[config.mk]
export PLATFORM = sky130hd
export DESIGN_NAME = cmd_mailbox
export DESIGN_NICKNAME = d
export VERILOG_FILES = /design/src/rtl/mbx_pkg.sv /design/src/rtl/mbx_owner_arb.sv /design/src/rtl/mbx_msg_regs.sv /design/src/rtl/mbx_status.sv /design/src/rtl/cmd_mailbox.sv
export SDC_FILE = /design/constraint.sdc
export NUM_CORES = 1
export LEC_CHECK = 0
export BUFFER_PORTS_ARGS = -buffer_cell sky130_fd_sc_hd__buf_2
export CORE_UTILIZATION = 45
export CTS_CLUSTER_DIAMETER = 150
export DETAILED_ROUTE_END_ITERATION = 10
export PLACE_DENSITY = 0.78
export SLEW_MARGIN = 20
export SYNTH_ARGS = -nofsm -noshare
export SYNTH_HDL_FRONTEND = slang
export SYNTH_SLANG_ARGS = --single-unit
[constraint.sdc]
create_clock -name clk -period 3.85 [get_ports clk]
set_clock_uncertainty 0.15 [all_clocks]
set_input_delay 0.77 -clock clk [delete_from_list [all_inputs] [get_ports clk]]
set_output_delay 0.77 -clock clk [all_outputs]
set_load 0.005 [all_outputs]
[src/rtl/mbx_pkg.sv]
package mbx_pkg;

  localparam int unsigned WORD_W = 32;
  localparam int unsigned TYPE_W = 8;
  localparam int unsigned ADDR_W = 3;

  typedef enum logic [1:0] {
    OWN_NONE = 2'd0,
    OWN_CTRL = 2'd1,
    OWN_HOST = 2'd2
  } owner_e;

  localparam logic [ADDR_W-1:0] A_OWNER = 3'd0;
  localparam logic [ADDR_W-1:0] A_MSG_H = 3'd1;
  localparam logic [ADDR_W-1:0] A_MSG_C = 3'd2;
  localparam logic [ADDR_W-1:0] A_CMD   = 3'd3;
  localparam logic [ADDR_W-1:0] A_STAT  = 3'd4;

  localparam int unsigned CB_IRQ_EN = 31;
  localparam int unsigned CB_TO_HCD = 30;
  localparam int unsigned CB_NOTE   = 29;
  localparam int unsigned CB_WAKE   = 28;
  localparam int unsigned CB_CTRL   = 27;

  localparam int unsigned SB_TMO  = 0;
  localparam int unsigned SB_HANG = 1;
  localparam int unsigned SB_EN   = 3;

  localparam logic [TYPE_W-1:0] T_BW  = 8'd6;
  localparam logic [TYPE_W-1:0] T_ACK = 8'd128;
  localparam logic [TYPE_W-1:0] T_NAK = 8'd129;

  function automatic logic is_reply(input logic [TYPE_W-1:0] t);
    return (t == T_ACK) || (t == T_NAK);
  endfunction

  function automatic logic no_reply_needed(input logic [TYPE_W-1:0] t);
    return (t == T_BW) || is_reply(t);
  endfunction

endpackage

[src/rtl/mbx_owner_arb.sv]
module mbx_owner_arb
  import mbx_pkg::*;
(
  input  logic       clk,
  input  logic       rst_n,
  input  logic       h_wr,
  input  logic [1:0] h_val,
  input  logic       c_wr,
  input  logic [1:0] c_val,
  input  logic       host_may_free,
  output owner_e     owner
);

  owner_e owner_q, owner_d;
  logic   owner_en;
  logic   h_claim, h_free, c_claim, c_free;

  always_comb begin
    h_claim  = h_wr && (h_val == OWN_HOST) && (owner_q == OWN_NONE);
    h_free   = h_wr && (h_val == OWN_NONE) &&
               ((owner_q == OWN_HOST) || ((owner_q == OWN_CTRL) && host_may_free));
    c_claim  = c_wr && (c_val == OWN_CTRL) && (owner_q == OWN_NONE);
    c_free   = c_wr && (c_val == OWN_NONE) && (owner_q == OWN_CTRL);
    owner_en = h_claim || h_free || c_claim || c_free;
    owner_d  = owner_q;
    if (h_claim)               owner_d = OWN_HOST;
    else if (c_claim)          owner_d = OWN_CTRL;
    else if (h_free || c_free) owner_d = OWN_NONE;
  end

  always_ff @(posedge clk or negedge rst_n) begin
    if (!rst_n)        owner_q <= OWN_NONE;
    else if (owner_en) owner_q <= owner_d;
  end

  assign owner = owner_q;

  // ownership never passes straight from one party to the other
  a_r4_no_handover: assert property (@(posedge clk) disable iff (!rst_n)
    (owner_q != OWN_NONE) |=> ((owner_q == $past(owner_q)) || (owner_q == OWN_NONE)));

  // the unused code never appears
  a_r2_legal_code: assert property (@(posedge clk) disable iff (!rst_n)
    owner_q != 2'b11);

  // simultaneous claim goes to the host
  a_r3_host_first: assert property (@(posedge clk) disable iff (!rst_n)
    (h_wr && (h_val == OWN_HOST) && c_wr && (c_val == OWN_CTRL) && (owner_q == OWN_NONE))
    |=> (owner_q == OWN_HOST));

endmodule

[src/rtl/mbx_msg_regs.sv]
module mbx_msg_regs
  import mbx_pkg::*;
(
  input  logic              clk,
  input  logic              rst_n,
  input  logic              h_wr,
  input  logic [ADDR_W-1:0] h_addr,
  input  logic [WORD_W-1:0] h_wdata,
  input  logic              c_wr,
  input  logic [ADDR_W-1:0] c_addr,
  input  logic [WORD_W-1:0] c_wdata,
  input  owner_e            owner,
  output logic [WORD_W-1:0] msg_h_q,
  output logic [WORD_W-1:0] msg_c_q,
  output logic [WORD_W-1:0] cmd_q,
  output logic [WORD_W-1:0] inbox_q,
  output logic              doorbell_q,
  output logic              post_start
);

  localparam logic [WORD_W-1:0] CMD_MASK =
    (WORD_W'(1) << CB_IRQ_EN) | (WORD_W'(1) << CB_TO_HCD) | (WORD_W'(1) << CB_NOTE) |
    (WORD_W'(1) << CB_WAKE)   | (WORD_W'(1) << CB_CTRL);

  logic              msg_h_en, msg_c_en, cmd_en, h_cmd_wr, c_note_set;
  logic              post_req, bypass, post_ok;
  logic [WORD_W-1:0] cmd_d;

  always_comb begin
    msg_h_en   = h_wr && (h_addr == A_MSG_H);
    msg_c_en   = c_wr && (c_addr == A_MSG_C);
    h_cmd_wr   = h_wr && (h_addr == A_CMD);
    c_note_set = c_wr && (c_addr == A_CMD) && c_wdata[CB_NOTE];
    cmd_en     = h_cmd_wr || c_note_set;
    post_req   = h_cmd_wr && h_wdata[CB_IRQ_EN] && h_wdata[CB_CTRL];
    bypass     = is_reply(msg_h_q[WORD_W-1 -: TYPE_W]);
    post_ok    = post_req && ((owner == OWN_HOST) || bypass);
    post_start = post_req && (owner == OWN_HOST) && !bypass;
    cmd_d      = cmd_q;
    if (h_cmd_wr) begin
      cmd_d          = h_wdata & CMD_MASK;
      cmd_d[CB_NOTE] = cmd_q[CB_NOTE] & h_wdata[CB_NOTE];
    end
    if (c_note_set) cmd_d[CB_NOTE] = 1'b1;
  end

  always_ff @(posedge clk or negedge rst_n) begin
    if (!rst_n)        msg_h_q <= '0;
    else if (msg_h_en) msg_h_q <= h_wdata;
  end

  always_ff @(posedge clk or negedge rst_n) begin
    if (!rst_n)        msg_c_q <= '0;
    else if (msg_c_en) msg_c_q <= c_wdata;
  end

  always_ff @(posedge clk or negedge rst_n) begin
    if (!rst_n)      cmd_q <= '0;
    else if (cmd_en) cmd_q <= cmd_d;
  end

  always_ff @(posedge clk or negedge rst_n) begin
    if (!rst_n)       inbox_q <= '0;
    else if (post_ok) inbox_q <= msg_h_q;
  end

  always_ff @(posedge clk or negedge rst_n) begin
    if (!rst_n) doorbell_q <= 1'b0;
    else        doorbell_q <= post_ok;
  end

  // a doorbell always carries the word that was staged before it
  a_r5_inbox_word: assert property (@(posedge clk) disable iff (!rst_n)
    doorbell_q |-> (inbox_q == $past(msg_h_q)));

  // a doorbell needs host ownership or a reply type
  a_r6_post_gate: assert property (@(posedge clk) disable iff (!rst_n)
    doorbell_q |-> (($past(owner) == OWN_HOST) || is_reply($past(msg_h_q[WORD_W-1 -: TYPE_W]))));

endmodule

[src/rtl/mbx_status.sv]
module mbx_status
  import mbx_pkg::*;
#(
  parameter int unsigned TIMEOUT_CYC = 2
) (
  input  logic clk,
  input  logic rst_n,
  input  logic clr_wr,
  input  logic clr_tmo,
  input  logic clr_hang,
  input  logic en_val,
  input  logic hang_set,
  input  logic post_start,
  input  logic owner_is_host,
  output logic tmo_q,
  output logic hang_q,
  output logic en_q
);

  localparam int unsigned CNT_W = $clog2(TIMEOUT_CYC + 1);
  localparam logic [CNT_W-1:0] LAST = CNT_W'(TIMEOUT_CYC - 1);

  logic             busy_q, busy_d, tmr_en;
  logic [CNT_W-1:0] cnt_q, cnt_d;
  logic             tmo_d, hang_d, en_d, tmo_set, flag_en;

  always_comb begin
    tmo_set = busy_q && owner_is_host && (cnt_q == LAST);
    busy_d  = busy_q;
    cnt_d   = cnt_q;
    if (post_start) begin
      busy_d = 1'b1;
      cnt_d  = '0;
    end else if (busy_q && (!owner_is_host || (cnt_q == LAST))) begin
      busy_d = 1'b0;
    end else if (busy_q) begin
      cnt_d = cnt_q + 1'b1;
    end
    tmr_en  = post_start || busy_q;
    tmo_d   = tmo_set  || (tmo_q  && !(clr_wr && clr_tmo));
    hang_d  = hang_set || (hang_q && !(clr_wr && clr_hang));
    en_d    = clr_wr ? en_val : en_q;
    flag_en = clr_wr || hang_set || tmo_set;
  end

  always_ff @(posedge clk or negedge rst_n) begin
    if (!rst_n) begin
      busy_q <= 1'b0;
      cnt_q  <= '0;
    end else if (tmr_en) begin
      busy_q <= busy_d;
      cnt_q  <= cnt_d;
    end
  end

  always_ff @(posedge clk or negedge rst_n) begin
    if (!rst_n) begin
      tmo_q  <= 1'b0;
      hang_q <= 1'b0;
      en_q   <= 1'b0;
    end else if (flag_en) begin
      tmo_q  <= tmo_d;
      hang_q <= hang_d;
      en_q   <= en_d;
    end
  end

  // the timeout flag only appears while the host still holds the mailbox
  a_r9_tmo_host: assert property (@(posedge clk) disable iff (!rst_n)
    $rose(tmo_q) |-> $past(owner_is_host));

  // a host one clears the hang flag unless the controller sets it again
  a_r10_hang_w1c: assert property (@(posedge clk) disable iff (!rst_n)
    (clr_wr && clr_hang && !hang_set) |=> !hang_q);

endmodule

[src/rtl/cmd_mailbox.sv]
module cmd_mailbox
  import mbx_pkg::*;
#(
  parameter int unsigned TIMEOUT_CYC = 1000000
) (
  input  logic        clk,
  input  logic        rst_n,
  input  logic        h_wr,
  input  logic [2:0]  h_addr,
  input  logic [31:0] h_wdata,
  output logic [31:0] h_rdata,
  input  logic        c_wr,
  input  logic [2:0]  c_addr,
  input  logic [31:0] c_wdata,
  output logic [31:0] c_rdata,
  output logic        ctrl_doorbell,
  output logic [31:0] ctrl_msg,
  output logic        host_irq
);

  logic [1:0]        rs_q;
  logic              rst_sync_n;
  owner_e            owner;
  logic [WORD_W-1:0] msg_h_q, msg_c_q, cmd_q, inbox_q, stat_word, owner_word;
  logic              post_start, host_may_free;
  logic              tmo_q, hang_q, en_q;
  logic              h_own_wr, c_own_wr, h_stat_wr, c_hang_set;

  always_ff @(posedge clk or negedge rst_n) begin
    if (!rst_n) rs_q <= 2'b00;
    else        rs_q <= {rs_q[0], 1'b1};
  end
  assign rst_sync_n = rs_q[1];

  always_comb begin
    h_own_wr      = h_wr && (h_addr == A_OWNER);
    c_own_wr      = c_wr && (c_addr == A_OWNER);
    h_stat_wr     = h_wr && (h_addr == A_STAT);
    c_hang_set    = c_wr && (c_addr == A_STAT) && c_wdata[SB_HANG];
    host_may_free = cmd_q[CB_NOTE] && no_reply_needed(msg_c_q[WORD_W-1 -: TYPE_W]);
  end

  mbx_owner_arb u_arb (
    .clk           (clk),
    .rst_n         (rst_sync_n),
    .h_wr          (h_own_wr),
    .h_val         (h_wdata[1:0]),
    .c_wr          (c_own_wr),
    .c_val         (c_wdata[1:0]),
    .host_may_free (host_may_free),
    .owner         (owner)
  );

  mbx_msg_regs u_regs (
    .clk        (clk),
    .rst_n      (rst_sync_n),
    .h_wr       (h_wr),
    .h_addr     (h_addr),
    .h_wdata    (h_wdata),
    .c_wr       (c_wr),
    .c_addr     (c_addr),
    .c_wdata    (c_wdata),
    .owner      (owner),
    .msg_h_q    (msg_h_q),
    .msg_c_q    (msg_c_q),
    .cmd_q      (cmd_q),
    .inbox_q    (inbox_q),
    .doorbell_q (ctrl_doorbell),
    .post_start (post_start)
  );

  mbx_status #(.TIMEOUT_CYC(TIMEOUT_CYC)) u_stat (
    .clk           (clk),
    .rst_n         (rst_sync_n),
    .clr_wr        (h_stat_wr),
    .clr_tmo       (h_wdata[SB_TMO]),
    .clr_hang      (h_wdata[SB_HANG]),
    .en_val        (h_wdata[SB_EN]),
    .hang_set      (c_hang_set),
    .post_start    (post_start),
    .owner_is_host (owner == OWN_HOST),
    .tmo_q         (tmo_q),
    .hang_q        (hang_q),
    .en_q          (en_q)
  );

  always_comb begin
    stat_word          = '0;
    stat_word[SB_TMO]  = tmo_q;
    stat_word[SB_HANG] = hang_q;
    stat_word[SB_EN]   = en_q;
    owner_word         = {{(WORD_W-2){1'b0}}, owner};
    unique case (h_addr)
      A_OWNER: h_rdata = owner_word;
      A_MSG_H: h_rdata = msg_h_q;
      A_MSG_C: h_rdata = msg_c_q;
      A_CMD:   h_rdata = cmd_q;
      A_STAT:  h_rdata = stat_word;
      default: h_rdata = '0;
    endcase
    unique case (c_addr)
      A_OWNER: c_rdata = owner_word;
      A_MSG_H: c_rdata = inbox_q;
      A_MSG_C: c_rdata = msg_c_q;
      A_CMD:   c_rdata = cmd_q;
      A_STAT:  c_rdata = stat_word;
      default: c_rdata = '0;
    endcase
  end

  assign ctrl_msg = inbox_q;
  assign host_irq = cmd_q[CB_NOTE] || (en_q && (tmo_q || hang_q));

  // the interrupt never rises without a notify or an enabled flag
  a_r7_irq_source: assert property (@(posedge clk) disable iff (!rst_sync_n)
    $rose(host_irq) |-> (cmd_q[CB_NOTE] || en_q));

endmodule

==> flow_summary.json, run 1 <==
{
  "postCtsSetupBuffers": 0,
  "die_h_um": 120,
  "hold_start": "rs_q[0]",
  "vias_per_cell": 5.66,
  "cpPeakStageDelay_ns": 0.55,
  "end_kind": "primary output",
  "root_buffer": "clkbuf_16",
  "synth_top_cell_by_area": "dfrtp_1",
  "syn_nets": 584,
  "ys_async_sr_fraction": 1.00,
  "setup_violations": 0,
  "cp_slowest_cell": "nor3b_4",
  "start_util": 0.465,
  "cts_tree": "done",
  "start_kind": "primary input",
  "critPathKind": "primary input to primary output",
  "hpwlAfterDp_mm": 11.5,
  "antenna_left": 0,
  "synth_edf_count": 0,
  "cts.clk_slew.worst_paths_ns": 0.05,
  "synth_cell_type_count": 54,
  "seqCellArea_um2": 3260,
  "irDropWorstVdd_uv": 342,
  "ctsLongestPathBuffers": 2,
  "synthCells": 509,
  "fin_ws_ns": 0.663,
  "die_area_um2": 14300,
  "gr-usage-all-layers": 0.232,
  "max_slew.worst_pin.slew_ns": 0.924,
  "r2r_cells": 5,
  "ios": 172,
  "p_total_mw": 4.20,
  "synth_top_area_share": 0.522,
  "min_to": "rs_q[1]",
  "route.vias.total": 4923,
  "synth_seq_cells": 130,
  "nets": 755,
  "fillCellCount": 1114,
  "critPathLaunch": "h_addr[0]",
  "drv_slew": 0,
  "syn2layout_area_growth_pct": 27.1,
  "drc": 0,
  "grt_max_degree": 73,
  "die_w_um": 120,
  "grt_pass1_wl_mm": 25.6,
  "reg2reg_to": "u_stat.cnt_q[2]",
  "path_cells": "buf_2 > nor3b_4 > buf_4 > a22o_1 > buf_2",
  "clock-sinks": 130,
  "hold_depth": 0,
  "globalplace.congestion": 0.881,
  "cp_max_fo": 19,
  "antenna_found_initial": 1,
  "synth_area_leaders": "dfrtp_1, mux2_2, a22o_1",
  "ys_warn_count": 0,
  "dr.pass1.iters": 5,
  "drive_gt1_frac": 0.457,
  "rsz0062_at_grt": "false",
  "avgSynthCellArea_um2": 12.2,
  "slew_headroom": 0.384,
  "port_buffers": 171,
  "drt_iter0_drc": 292,
  "dp_slack_ns": 0.689,
  "crit_path_frequent_cell": "buf_2",
  "min_period_ns": 3.19,
  "placed_cell_area_um2": 7340,
  "grt_pass1_vias": 5009,
  "yosysMostFrequentCell": "dfrtp_1",
  "setup_tns_ns": 0,
  "maxCapViolCount": 0,
  "hold_viol": 0,
  "r2r_start": "u_stat.cnt_q[15]",
  "routed_wirelength_mm": 16.0,
  "core.rowCount": 42,
  "ys.flop_type": "dfrtp_1",
  "finalInstanceArea_um2": 7920,
  "wl_per_cell_um": 18.4,
  "min_path_type": "register to register",
  "fp.coreArea_um2": 13400,
  "crit_required_ns": 2.93,
  "max_freq_mhz": 314,
  "htree_num_levels": 4,
  "fin_crit_sh": 0.828,
  "p_leak_nw": 3.78,
  "clkLatencyLatePin_ns": 0.42,
  "status": "finished clean",
  "arrival_ns": 2.27,
  "yosys-top-cells-count": "dfrtp_1, mux2_2, a22o_1",
  "power-per-cell-area_nw_per_um2": 530,
  "grt-ovfl-total": 0,
  "reg2reg_slack_ns": 1.29,
  "final_core_util": 0.591,
  "netlist_area_um2": 6230,
  "multi_input_area_um2": 2860,
  "numCtsBuffers": 17,
  "ys_seq_area_frac": 0.522
}
[power breakdown]
group | internal, mW | total [mW] | switching (mW)
clock | 0.947 | 1.52 | 0.575
sequential | 1.64 | 1.91 | 0.274
combinational | 0.414 | 0.768 | 0.353
[metal layers]
| layer | vias to the layer above | global-route usage | share of wire | wire [um] |
|---|---|---|---|---|
| li1 | 2228 | - | - | - |
| met1 | 2483 | 0.289 | 0.42 | 6770 |
| met2 | 185 | 0.382 | 0.50 | 8090 |
| met3 | 27 | 0.0518 | 0.052 | 836 |
| met4 | 0 | 0.112 | 0.022 | 347 |
| met5 | - | 0 | 0 | 0 |
[state kept, by name, summed over array words and instances (netlist names)]
signal and flops:
u_stat.hang_q 1, u_stat.tmo_q 1, u_regs.msg_c_q 32, u_stat.cnt_q 20
u_regs.msg_h_q 32, u_regs.doorbell_q 1, u_stat.en_q 1, u_regs.inbox_q 32
u_regs.cmd_q 5, u_arb.owner 2, rs_q 2, u_stat.busy_q 1
[worst max-delay path: cells and delay by family]
family | cells | cell delay [ns]
buf+inv | 3 | 0.73
simple gates | 1 | 0.55
compound gates | 1 | 0.19
[cells in the final DEF (no fill, tap or decap), types with 5 or more instances in the layout]
cell type / count
nand3_1: 10
clkinv_2: 6
o21ai_0: 10
buf_2: 171
a21oi_1: 8
mux2_2: 92
mux2i_1: 5
nor2_1: 34
a22oi_1: 11
nand2_1: 19
mux2_1: 19
nor2b_1: 5
dfrtp_1: 129
xor2_1: 12
a22o_1: 49
and3_1: 5
nor3_1: 5
clkbuf_16: 17
buf_4: 8
[per-stage QoR]
step / std cells / hold slack, ns
2_1_floorplan: 509 / 0.181
3_3_place_gp: 836 / 0.186
3_5_place_dp: 836 / 0.201
4_1_cts: 869 / 0.213
5_1_grt: 870 / 0.226
6_report: 870 / 0.210
[cell type report]
| cell class | count | area share |
|---|---|---|
| clock inverters | 10 | 0.0104 |
| inverters | 3 | 0.00142 |
| multi-input cells | 344 | 0.361 |
| clock buffers | 22 | 0.0611 |
| well taps | 176 | 0.0278 |
| diodes | 1 | 0.000316 |
| flip-flops and latches | 130 | 0.411 |
| repair buffers | 184 | 0.127 |
[timing repair]
action / CTS / global route
gates resized for setup: 0 / 0
endpoints found under the setup margin: 0 / 0
hold buffers: 1 / 0
endpoints found under the hold margin: 2 / 0
[how the worst max path moves through the flow]
stage                              end  slack [ns]
floorplan                  c_rdata[11]        0.99
global placement           h_rdata[20]        0.76
detailed placement  u_regs.msg_h_q[21]        0.69
CTS                        h_rdata[13]        0.70
global route               h_rdata[18]        0.57
finish                     h_rdata[13]        0.66
[cell families (layout without fill, tap and decap cells)]
| family | after synthesis | count (layout) | synth area share |
|---|---|---|---|
| flops | 130 | 130 | 0.522 |
| simple gates | 118 | 118 | 0.103 |
| mux | 116 | 116 | 0.209 |
| compound gates | 95 | 95 | 0.122 |
| buf+inv | 35 | 219 | 0.0239 |
| xor+xnor | 13 | 13 | 0.0183 |
| fa+ha+maj | 1 | 1 | 0.00201 |
| other cells | 1 | 2 | 0.000601 |
Note: power is estimated with default switching activity, not from simulation.
==> run 2: changes to the inputs <==
--- a/config.mk
+++ b/config.mk
@@ -9,7 +9,7 @@
 export CORE_UTILIZATION = 45
 export CTS_CLUSTER_DIAMETER = 150
 export DETAILED_ROUTE_END_ITERATION = 10
-export PLACE_DENSITY = 0.78
+export PLACE_DENSITY = 0.75
 export SLEW_MARGIN = 20
 export SYNTH_ARGS = -nofsm -noshare
 export SYNTH_HDL_FRONTEND = slang
==> constraint.sdc (replaced) <==
create_clock -name clk -period 3.3 [get_ports clk]
set_clock_uncertainty 0.15 [all_clocks]
set_input_delay 0.66 -clock clk [delete_from_list [all_inputs] [get_ports clk]]
set_output_delay 0.66 -clock clk [all_outputs]
set_load 0.005 [all_outputs]
==> flow_summary.json, run 2 (synthesis gave the netlist of run 1 again) <==
{
  "status": "finished clean",
  "syn2layout_area_growth_pct": 27.0,
  "grt_max_degree": 66,
  "clkLatencyLatePin_ns": 0.42,
  "antenna_found_initial": 0,
  "wl_per_cell_um": 18.5,
  "drv_slew": 0,
  "top_regs": "u_regs.inbox_q (32), u_regs.msg_c_q (32), u_regs.msg_h_q (32)",
  "setup_tns_ns": 0,
  "nets": 756,
  "dr.pass1.iters": 4,
  "placed_cell_area_um2": 7320,
  "grt-ovfl-total": 0,
  "final_common_cell": "buf_2",
  "power-per-cell-area_nw_per_um2": 621,
  "gr-usage-all-layers": 0.235,
  "drive_gt1_frac": 0.460,
  "clock-sinks": 130,
  "antenna_left": 0,
  "cts.clk_slew.worst_paths_ns": 0.05,
  "root_buffer": "clkbuf_16",
  "arrival_ns": 2.03,
  "path_cells": "buf_2 > nor2b_1 > nor2b_2 > buf_4 > a22o_1 > buf_2",
  "drt_iter0_drc": 347,
  "cpPeakStageDelay_ns": 0.32,
  "r2r_cells": 5,
  "grt_pass1_vias": 5123,
  "end_kind": "primary output",
  "crit_required_ns": 2.49,
  "hpwlAfterDp_mm": 11.5,
  "grt_pass1_wl_mm": 26.0,
  "fillCellCount": 1116,
  "htree_num_levels": 4,
  "start_util": 0.465,
  "min_path_type": "register to register",
  "cp_max_fo": 24,
  "die_area_um2": 14300,
  "route.vias.total": 4956,
  "slew_headroom": 0.449,
  "irDropWorstVdd_uv": 516,
  "hold_depth": 0,
  "fin_crit_sh": 0.860,
  "max_freq_mhz": 352,
  "rsz0062_at_grt": "false",
  "p_leak_nw": 3.78,
  "globalplace.congestion": 0.871,
  "max_slew.worst_pin.slew_ns": 0.827,
  "crit_path_frequent_cell": "buf_2",
  "setup_violations": 0,
  "core.rowCount": 42,
  "start_kind": "primary input",
  "numCtsBuffers": 17,
  "port_buffers": 171,
  "ctsLongestPathBuffers": 2,
  "drc": 0,
  "layout_common_cells": "buf_2, dfrtp_1, mux2_2",
  "finalInstanceArea_um2": 7920,
  "maxCapViolCount": 0,
  "critPathKind": "primary input to primary output",
  "antenna_cells": 0,
  "die_h_um": 120,
  "routed_wirelength_mm": 16.1,
  "min_period_ns": 2.84,
  "die_w_um": 120,
  "hold_viol": 0,
  "cts_tree": "done",
  "cp_slowest_cell": "buf_4",
  "ios": 172,
  "vias_per_cell": 5.70,
  "fp.coreArea_um2": 13400
}
run 2: changes by cell type in the layout (fill, tap and decap cells not counted):
| cell | previous run | this run |
|---|---|---|
| clkinvlp_4 | 3 | 4 |
| clkbuf_1 | 1 | 0 |
| diode_2 | 1 | 0 |
| buf_4 | 8 | 11 |
| clkinv_4 | 0 | 4 |
| buf_12 | 4 | 2 |
| clkinv_2 | 6 | 2 |
run 2: metrics by stage:
stage | util | cells | setup WS, ns | power [mW] | hold slack (ns)
floorplan | - | 509 | 0.664 | 2.76 | 0.181
global placement | 0.547 | 837 | 0.581 | 3.08 | 0.187
detailed placement | 0.547 | 837 | 0.521 | 3.14 | 0.195
CTS | 0.591 | 870 | 0.509 | 4.95 | 0.207
global route | 0.591 | 870 | 0.361 | 5.17 | 0.210
finish | 0.591 | 870 | 0.461 | 4.92 | 0.201
run 2: layout make-up:
| class | count | area, um2 | area share |
|---|---|---|---|
| inverter | 3 | 11.3 | 0.00142 |
| clock inverter | 11 | 105 | 0.0133 |
| tap | 176 | 220 | 0.0278 |
| timing repair buffer | 185 | 988 | 0.125 |
| multi-input combinational | 344 | 2860 | 0.361 |
| clock buffer | 21 | 480 | 0.0607 |
| sequential | 130 | 3260 | 0.411 |
run 2: final timing paths:
path                                        from            endpoint  slack [ns]
min in group asynchronous                rs_q[1]   u_regs.msg_c_q[7]        0.34
worst max-delay path                   h_addr[1]         h_rdata[11]        0.46
max in group asynchronous                rs_q[1]  u_regs.inbox_q[28]        2.10
worst min-delay path                     rs_q[0]             rs_q[1]        0.20
worst min register to register           rs_q[0]             rs_q[1]        0.20
worst max register to register  u_stat.cnt_q[10]    u_stat.cnt_q[15]        0.77
run 2: metal layers:
layer  routed length [um]  global-route usage  up-vias
li1                     -                   -     2233
met1                 6480               0.281     2498
met2                 8300               0.407      203
met3                 1030              0.0589       22
met4                  295              0.0906        0
met5                    0                   0        -
run 2: worst max-delay path: cells and delay by family:
| family | cells | cell delay (ns) |
|---|---|---|
| AO/OA/AOI/OAI | 1 | 0.21 |
| buffers and inverters | 3 | 0.71 |
| AND/OR/NAND/NOR | 2 | 0.42 |
run 2: repair_timing:
item,in CTS,in global routing
endpoints found under the hold margin,2,0
gates resized for setup,0,0
hold buffers,1,0
buffers inserted,0,0
run 2: power by group:
part,total (mW),switching (mW),internal [mW]
clock,1.79,0.679,1.12
sequential,2.22,0.312,1.91
combinational,0.902,0.422,0.481
total,4.92,1.41,3.50
